## src/rtl/pbm_pkg.sv

```systemverilog
package pbm_pkg;
  typedef enum logic [1:0] {
    ST_IDLE = 2'd0,
    ST_BUSY = 2'd1,
    ST_HOLD = 2'd2
  } pbm_state_e;
endpackage

```

## src/rtl/pbm_mod_step.sv

```systemverilog
// One restoring step of a bit-serial remainder by a constant divisor.
module pbm_mod_step #(
  parameter int DIVISOR = 7,
  parameter int RW      = 3
) (
  input  logic [RW-1:0] rem_i,
  input  logic          bit_i,
  output logic [RW-1:0] rem_o
);
  localparam logic [RW:0] DIV_V = (RW+1)'(DIVISOR);
  logic [RW:0] trial;

  always_comb begin
    trial = {rem_i, bit_i};
    if (trial >= DIV_V) rem_o = RW'(trial - DIV_V);
    else                rem_o = trial[RW-1:0];
  end
endmodule

```

## src/rtl/pbm_reducer.sv

```systemverilog
// Iterative modulo unit: one address bit per cycle, MSB first.
module pbm_reducer #(
  parameter int ADDR_W  = 8,
  parameter int DIVISOR = 7,
  parameter int RW      = 3
) (
  input  logic              clk,
  input  logic              rst_n,
  input  logic              start_i,
  input  logic [ADDR_W-1:0] addr_i,
  output logic              last_o,
  output logic [RW-1:0]     rem_o
);
  localparam int CNT_W = $clog2(ADDR_W + 1);

  logic [ADDR_W-1:0] sh_q, sh_d;
  logic [RW-1:0]     rem_q, rem_d, rem_step;
  logic [CNT_W-1:0]  cnt_q, cnt_d;
  logic              run;

  assign run = (cnt_q != '0);

  pbm_mod_step #(.DIVISOR(DIVISOR), .RW(RW)) u_step (
    .rem_i (rem_q),
    .bit_i (sh_q[ADDR_W-1]),
    .rem_o (rem_step)
  );

  always_comb begin
    sh_d  = sh_q;
    rem_d = rem_q;
    cnt_d = cnt_q;
    if (start_i) begin
      sh_d  = addr_i;
      rem_d = '0;
      cnt_d = CNT_W'(ADDR_W);
    end else if (run) begin
      sh_d  = {sh_q[ADDR_W-2:0], 1'b0};
      rem_d = rem_step;
      cnt_d = cnt_q - 1'b1;
    end
  end

  always_ff @(posedge clk or negedge rst_n) begin
    if (!rst_n) begin
      sh_q  <= '0;
      rem_q <= '0;
      cnt_q <= '0;
    end else begin
      sh_q  <= sh_d;
      rem_q <= rem_d;
      cnt_q <= cnt_d;
    end
  end

  assign last_o = (cnt_q == CNT_W'(1));
  assign rem_o  = rem_q;


  rem_bound_chk: assert property (@(posedge clk) disable iff (!rst_n)
    rem_q < RW'(DIVISOR));


  cnt_load_chk: assert property (@(posedge clk) disable iff (!rst_n)
    start_i |=> (cnt_q == CNT_W'(ADDR_W)));
endmodule

```

## src/rtl/pbm_range_chk.sv

```systemverilog
// Flags addresses outside [0, NUM_BANKS * 2**OFS_W).
module pbm_range_chk #(
  parameter int ADDR_W    = 8,
  parameter int NUM_BANKS = 7,
  parameter int OFS_W     = 4
) (
  input  logic [ADDR_W-1:0] addr_i,
  output logic              out_of_range_o
);
  localparam longint SPAN   = longint'(NUM_BANKS) << OFS_W;
  localparam longint ASPACE = longint'(1) << ADDR_W;

  generate
    if (SPAN >= ASPACE) begin : g_full
      assign out_of_range_o = 1'b0;
    end else begin : g_cmp
      localparam logic [ADDR_W-1:0] LIMIT = ADDR_W'(SPAN);
      assign out_of_range_o = (addr_i >= LIMIT);
    end
  endgenerate
endmodule

```

## src/rtl/prime_bank_mapper.sv

```systemverilog
module prime_bank_mapper
  import pbm_pkg::*;
#(
  parameter int ADDR_W    = 8,
  parameter int NUM_BANKS = 7,
  parameter int OFS_W     = 4,
  localparam int BANK_W   = (NUM_BANKS > 1) ? $clog2(NUM_BANKS) : 1
) (
  input  logic              clk,
  input  logic              rst_n,
  input  logic              req_valid,
  output logic              req_ready,
  input  logic [ADDR_W-1:0] req_addr,
  output logic              res_valid,
  input  logic              res_ready,
  output logic [BANK_W-1:0] res_bank,
  output logic [OFS_W-1:0]  res_offset,
  output logic              res_err
);
  logic [1:0]        rst_sync_q;
  logic              rst_n_s;
  pbm_state_e        st_q, st_d;
  logic              accept, last, oor;
  logic [BANK_W-1:0] rem;
  logic [OFS_W-1:0]  ofs_q, ofs_d;
  logic              err_q, err_d;

  // reset: asserted asynchronously, released on a clock edge
  always_ff @(posedge clk or negedge rst_n) begin
    if (!rst_n) rst_sync_q <= 2'b00;
    else        rst_sync_q <= {rst_sync_q[0], 1'b1};
  end
  assign rst_n_s = rst_sync_q[1];

  assign req_ready = (st_q == ST_IDLE);
  assign accept    = req_valid && req_ready;

  pbm_range_chk #(.ADDR_W(ADDR_W), .NUM_BANKS(NUM_BANKS), .OFS_W(OFS_W)) u_range (
    .addr_i         (req_addr),
    .out_of_range_o (oor)
  );

  pbm_reducer #(.ADDR_W(ADDR_W), .DIVISOR(NUM_BANKS), .RW(BANK_W)) u_red (
    .clk     (clk),
    .rst_n   (rst_n_s),
    .start_i (accept),
    .addr_i  (req_addr),
    .last_o  (last),
    .rem_o   (rem)
  );

  always_comb begin
    st_d  = st_q;
    ofs_d = ofs_q;
    err_d = err_q;
    case (st_q)
      ST_IDLE: if (accept) begin
        st_d  = ST_BUSY;
        ofs_d = oor ? '0 : req_addr[OFS_W-1:0];
        err_d = oor;
      end
      ST_BUSY: if (last) st_d = ST_HOLD;
      ST_HOLD: if (res_ready) st_d = ST_IDLE;
      default: st_d = ST_IDLE;
    endcase
  end

  always_ff @(posedge clk or negedge rst_n_s) begin
    if (!rst_n_s) begin
      st_q  <= ST_IDLE;
      ofs_q <= '0;
      err_q <= 1'b0;
    end else begin
      st_q  <= st_d;
      ofs_q <= ofs_d;
      err_q <= err_d;
    end
  end

  assign res_valid  = (st_q == ST_HOLD);
  assign res_bank   = err_q ? '0 : rem;
  assign res_offset = ofs_q;
  assign res_err    = err_q;


  err_zero_chk: assert property (@(posedge clk) disable iff (!rst_n_s)
    (res_valid && res_err) |-> (res_bank == '0 && res_offset == '0));


  busy_block_chk: assert property (@(posedge clk) disable iff (!rst_n_s)
    accept |=> !req_ready);


  no_overlap_chk: assert property (@(posedge clk) disable iff (!rst_n_s)
    !(req_ready && res_valid));


  res_hold_chk: assert property (@(posedge clk) disable iff (!rst_n_s)
    (res_valid && !res_ready) |=> (res_valid && $stable(res_bank) &&
                                   $stable(res_offset) && $stable(res_err)));


  bank_range_chk: assert property (@(posedge clk) disable iff (!rst_n_s)
    res_valid |-> (res_bank < BANK_W'(NUM_BANKS)));
endmodule

```

## config.mk

```make
export PLATFORM = sky130hd
export DESIGN_NAME = prime_bank_mapper
export DESIGN_NICKNAME = d
export VERILOG_FILES = /design/src/rtl/pbm_pkg.sv /design/src/rtl/pbm_mod_step.sv /design/src/rtl/pbm_reducer.sv /design/src/rtl/pbm_range_chk.sv /design/src/rtl/prime_bank_mapper.sv
export SDC_FILE = /design/constraint.sdc
export NUM_CORES = 1
export LEC_CHECK = 0
export BUFFER_PORTS_ARGS = -buffer_cell sky130_fd_sc_hd__buf_2
export CORE_ASPECT_RATIO = 1.4
export CORE_MARGIN = 2
export CORE_UTILIZATION = 49
export CTS_CLUSTER_DIAMETER = 200
export DETAILED_ROUTE_END_ITERATION = 7
export GPL_TIMING_DRIVEN = 0
export PLACE_DENSITY_LB_ADDON = 0.15
export SYNTH_ARGS = -nofsm -noshare
export SYNTH_HDL_FRONTEND = slang
export SYNTH_SLANG_ARGS = --single-unit
```

## constraint.sdc

```tcl
create_clock -name clk -period 1.8 [get_ports clk]
set_clock_uncertainty 0.1 [all_clocks]
set_input_delay 0.36 -clock clk [delete_from_list [all_inputs] [get_ports clk]]
set_output_delay 0.36 -clock clk [all_outputs]
set_load 0.005 [all_outputs]
```

---- Word-level counts from Yosys, hierarchy flattened ----
Index checks and enable logic that the tools add are counted.
word-level totals
  flip-flop bits (word level) ............. 24
  memory bits (writable) .................. 0
  memory bits (read-only) ................. 0
  output and inout bits ................... 10
  logic and storage cells ................. 36
  bits of input ports ..................... 12
  bits in latches ......................... 0
  memories ................................ 0
operators by class
  add/sub/neg operators ................... 2
  muxes and demuxes ....................... 13
  bitwise gates (word level) .............. 0
  reductions and logical operators ........ 6
  shifts and indexed selects .............. 0
  equal/unequal tests ..................... 6
  $mul .................................... 0
  $lt $le $gt $ge ......................... 2
  divide/modulo/power cells ............... 0
operators by type and width
  cell                                                                     number
  8-bit two-way mux                                                        2
  3-bit two-way mux                                                        4
  4-bit two-way mux                                                        3
  8-bit by 7-bit >= comparator with 1-bit output, second input constant    1
  2-bit two-way mux                                                        3
  2-bit one-hot mux with 3 select lines                                    1
  4-bit by 1-bit == test with 1-bit output, second input constant          1
  4-bit by 3-bit >= comparator with 1-bit output, second input constant    1
  2-bit by 1-bit inequality test with 1-bit output, second input constant  2
  4-bit nonzero test                                                       1
  4-bit by 1-bit subtractor with 4-bit output, second input constant       1
  3-bit AND reduction                                                      1
  3-bit subtractor, second input constant                                  1
  2-bit by 1-bit == test with 1-bit output, second input constant          1
  2-bit == test, second input constant                                     1
  2-bit zero test                                                          1
  2-bit inequality test, second input constant                             1
  2-bit AND reduction                                                      1
  2-bit nonzero test                                                       1
  1-bit logical AND                                                        1

---- Longest topological paths before layout ----
  word-level depth ........................ 4
  mapped depth ............................ 6
  depth with buffers taken out ............ 5

---- Cells and area by module ----
A second synthesis with hierarchy kept.
second synthesis, totals
  cell total of the unflattened synthesis .. 113
  area, all modules ....................... 1173.6 um^2
modules (own cells, without submodules)
  module             sequential area each (um^2)  cells an instance  times used  area an instance (um^2)
  pbm_reducer        375.4                        76                 1           720.7
  prime_bank_mapper  225.2                        30                 1           385.4
  pbm_mod_step       0.0                          6                  1           58.8
  pbm_range_chk      0.0                          1                  1           8.8

---- Worst setup path after synthesis ----
Ideal clock, no wire load.
  kind .................................... reg2reg
  start ................................... register u_red.cnt_q[0]
  end ..................................... register u_red.sh_q[2]
  path slack .............................. 409 ps
  stages on the path, launching flop included .. 7
  library setup time ...................... 121 ps
  required time ........................... 1579 ps
  period minus slack after synthesis ...... 1391 ps
  data arrival time ....................... 1171 ps
  path buffers ............................ 1
  cell sequence ........................... dfrtp_1 -> inv_1 -> ha_1 -> and2_4 -> buf_6 -> mux2i_1 -> o21ai_1
on the way
  word-level cells in the longest chain between the ends .. 2
ends and longest elaborated chain
  element                              line               source
  start, declared                      pbm_reducer.sv:18  logic [CNT_W-1:0] cnt_q, cnt_d;
  start signal, assigned               pbm_reducer.sv:52  cnt_q <= cnt_d;
  4-bit nonzero test                   pbm_reducer.sv:21  assign run = (cnt_q != '0);
  2-bit nonzero test (no source line)  n/a
  end signal, assigned                 pbm_reducer.sv:46  sh_q <= '0;
  end signal, assigned                 pbm_reducer.sv:50  sh_q <= sh_d;
  end, declared                        pbm_reducer.sv:16  logic [ADDR_W-1:0] sh_q, sh_d;
No other way between the ends.
A chain may end at the register's enable or synchronous reset.

---- Final worst setup path ----
  start ................................... register st_q[0]
  end ..................................... output port res_valid
on the way
  word-level cells in the longest chain between the ends .. 1
ends and longest elaborated chain
  element                 line                     source
  start, declared         prime_bank_mapper.sv:22  pbm_state_e st_q, st_d;
  start signal, assigned  prime_bank_mapper.sv:74  st_q <= st_d;
  2-bit == test           prime_bank_mapper.sv:80  assign res_valid = (st_q == ST_HOLD);
  end, declared           prime_bank_mapper.sv:14  output logic res_valid,
No other way between the ends.

==> flow_metrics.py <==
metrics = {
    "outcome": {
        "run_status": "complete, no violations",
    },
    "yosys": {
        "synth_cells": 111,
        "dominantRegCellSynth": "dfrtp_1",
        "synth.area.top_cells": "dfrtp_1, nand2_1, mux2i_1",
        "post-synth-top-area-cell": "dfrtp_1",
        "ys_warn_count": 0,
        "synth-async-reset-ratio_pct": 100,
        "post_synth.cell_area_avg_sq_um": 9.98,
        "postSynthRegisterBits": 24,
        "postSynthNetCount": 126,
        "synth_edf_count": 0,
        "yosysSeqAreaShare_pct": 54.2,
        "synth_largest_type_area_fraction_pct": 54.2,
        "synth_cell_type_count": 30,
        "synth_area_sq_mm": 0.00111,
    },
    "route": {
        "detail_route.drc_violations": 0,
        "first_pass_iters": 3,
        "num_vias": 859,
        "viasPerCell": 5.44,
        "number_of_nets_still_failing_antenna_checks_after_routing": 0,
        "routed_wirelength_mm": 2.09,
        "drt_iter0_markers": 14,
        "wire_per_inst_um": 13.2,
    },
    "cts": {
        "cts_made_buffers": 3,
        "ctsHtreeMaxLevel": 1,
        "clock_latency_ns": 0.31,
        "cts_tree": "yes",
        "cts.repair_timing.setup_buffer_count": 0,
        "clk_root_buffer_cell": "clkbuf_4",
        "tritoncts_sinks": 24,
        "post_cts_resize_count": 0,
        "clkSlewWorstSetupHoldPaths_ns": 0.12,
        "cts-root-to-sink-buffers": 2,
    },
    "final_layout": {
        "area.growth.synth_to_final_pct": 14.9,
        "multi_input_logic_area_sq_um": 465,
        "insertedDiodeCount": 0,
        "layout-drive-gt1-share_pct": 24.3,
        "area.sequential_sq_um": 601,
        "num-nets-final": 153,
        "filler_cell_count": 203,
    },
    "critical_path": {
        "crit_path_launch_type": "flop",
        "timing.critical_path.slowest_stage_cell": "dfrtp_1",
        "path_cells": "and2b_1 > buf_2",
        "cp_launch_point": "st_q[0]",
        "worst-path-max-fanout": 5,
        "cp.arrival_ns": 1.09,
        "number_of_cells_traversed_by_the_worst_register_to_register_path": 6,
        "r2r-start": "u_red.cnt_q[0]",
        "flop_to_flop_setup_slack_ns": 0.25,
        "crit_required_ns": 1.34,
        "reg2reg_to": "u_red.sh_q[2]",
        "timing_worst_setup_path_type": "reg -> out",
        "timing.critical_path.slowest_cell_delay_ns": 0.45,
        "critPathCaptureType": "output pin",
        "crit_path_end": "res_valid",
    },
    "grt": {
        "grt_pass1_vias": 855,
        "globalRouteOverflowTotal": 0,
        "grt_first_pass_wirelength_mm": 3.53,
        "groute.usage.overall_pct": 18.4,
        "grt_antenna_before_repair": 0,
        "maximum_number_of_pins_on_one_net_before_global_route_repair": 23,
    },
    "timing": {
        "maxClockFrequency_mhz": 646,
        "finalCritPeriodShare_pct": 86.0,
        "max_slew_violations": 0,
        "worst_hold_slack_ns": 0.162,
        "setup_repair_after_global_routing_missed_its_margin": "false",
        "post-route-min-period_ns": 1.55,
        "max_slew_margin_pct": 43.0,
        "tns_ns": 0,
        "report.final.setup_viol": 0,
        "finalHoldViolations": 0,
        "worstMarginPinSlew_ns": 0.856,
    },
    "power_and_ir_drop": {
        "power.internal_mw": 1.28,
        "total_switching_power_uw": 762,
        "p_leak_nw": 0.635,
        "p_per_area_mw_per_mm2": 1600,
        "sequentialPowerShare_pct": 46.6,
        "power.share.combinational_pct": 42.1,
        "peakVddDrop_mv": 0.815,
        "share_clk_of_total_power_pct": 11.3,
        "swShare_pct": 37.4,
    },
    "floorplan": {
        "rows": 20,
        "initial_utilization_pct": 51.5,
        "chipHeight_um": 60.2,
        "die_x_um": 44.2,
        "area_of_the_core_sq_mm": 0.00215,
        "dieArea_sq_mm": 0.00266,
        "pin_count": 22,
    },
    "min_path": {
        "worstHoldPathType": "in -> reg",
    },
    "place": {
        "routabilityCongestion": 0.768,
        "place.port_buffers": 21,
        "place.detailed.hpwl_mm": 1.60,
    },
    "job": {
        "max_cap_violations": 0,
    },
}
==> sequential cells by signal, summed over array words and instances, names as in the netlist <==
name         count
u_red.cnt_q      4
u_red.rem_o      3
res_offset       4
st_q             2
res_err          1
u_red.sh_q       8
rst_sync_q       2
==> critical path, delay by kind of cell (launching register included) <==
kind	cells	cell delay, ns
buffers and inverters	1	0.11
and+or+nand+nor	1	0.23
DFF	1	0.45
==> per-layer routing <==
metal  GRT usage (%)  wire [um]  vias up
met1            20.9        880      415
met2            33.4       1110       15
met3            2.11         62        5
met4            9.09         42        0
met5               0          0        -
li1                -          -      424
==> cells by family after synthesis <==
family / count (synthesis) / share of synthesized area [%]
AND/OR/NAND/NOR: 48 / 20.1
adder cells (fa/ha/maj): 3 / 3.39
flip-flops: 24 / 54.2
buffers and inverters: 6 / 3.73
other: 1 / 0.339
multiplexers: 5 / 4.63
XOR/XNOR: 2 / 1.58
AO/OA/AOI/OAI: 22 / 12.0
==> cell usage after synthesis, types with 2 or more instances <==
master,number
a31oi_1,4
xnor2_1,2
ha_1,3
dfrtp_1,24
inv_1,3
a21oi_1,4
o21ai_0,7
nand2_1,26
mux2i_1,4
and2_4,2
nor2_1,9
o21ai_1,2
nor2b_1,4
==> power groups by stage <==
| stage | Combinational [mW] | Sequential (mW) | Clock, mW |
|---|---|---|---|
| 6_report | 0.859 | 0.949 | 0.230 |
| 5_1_grt | 0.973 | 0.982 | 0.252 |
| 4_1_cts | 0.875 | 0.951 | 0.236 |
| 3_5_place_dp | 0.872 | 0.962 | 0 |
| 3_3_place_gp | 0.829 | 0.947 | 0 |
| 2_1_floorplan | 0.630 | 0.928 | 0 |
==> layout make-up <==
cell class	instances	area share, %
Sequential cell	24	47.2
Multi-Input combinational cell	81	36.6
Timing Repair Buffer	22	9.05
Buffer	3	2.36
Tap cell	22	2.16
Clock buffer	3	1.77
Inverter	3	0.885
==> metrics by stage <==
| step | cells | setup WS [ns] | area [sq um] | total power, mW | util (%) |
|---|---|---|---|---|---|
| finish | 158 | 0.252 | 1270 | 2.04 | 59.1 |
| global route | 158 | 0.133 | 1270 | 2.21 | 59.1 |
| CTS | 158 | 0.253 | 1270 | 2.06 | 59.1 |
| detailed placement | 154 | 0.269 | 1240 | 1.83 | 57.6 |
| global placement | 154 | 0.295 | 1240 | 1.78 | 57.6 |
| floorplan | 111 | 0.409 | 1110 | 1.56 | - |
==> timing repair <==
item,4_1_cts,5_1_grt
hold buffers,1,0
setup endpoints to repair,0,0
endpoints found under the hold margin,2,0
==> worst min-delay path by stage <==
stage	from	to	slack, ns	cells after the start
after floorplan	rst_n	rst_sync_q[0]	-0.04	0
after global placement	rst_n	rst_sync_q[0]	0.04	1
after detailed placement	rst_n	rst_sync_q[1]	0.05	1
after CTS	req_addr[0]	u_red.sh_q[0]	0.16	3
after global routing	req_addr[1]	u_red.sh_q[1]	0.17	3
final	req_addr[0]	u_red.sh_q[0]	0.16	3
==> placed cells by master (no fill, tap or decap), drive strengths merged, types with 2 or more instances in the layout <==
cell type	n
nand2	26
nor2	11
dfrtp	24
and2	2
buf	23
a31oi	4
xnor2	2
clkbuf	4
inv	3
ha	3
mux2i	4
nor2b	4
o21ai	9
a21oi	4
Note: power is estimated with default switching activity, not from simulation.
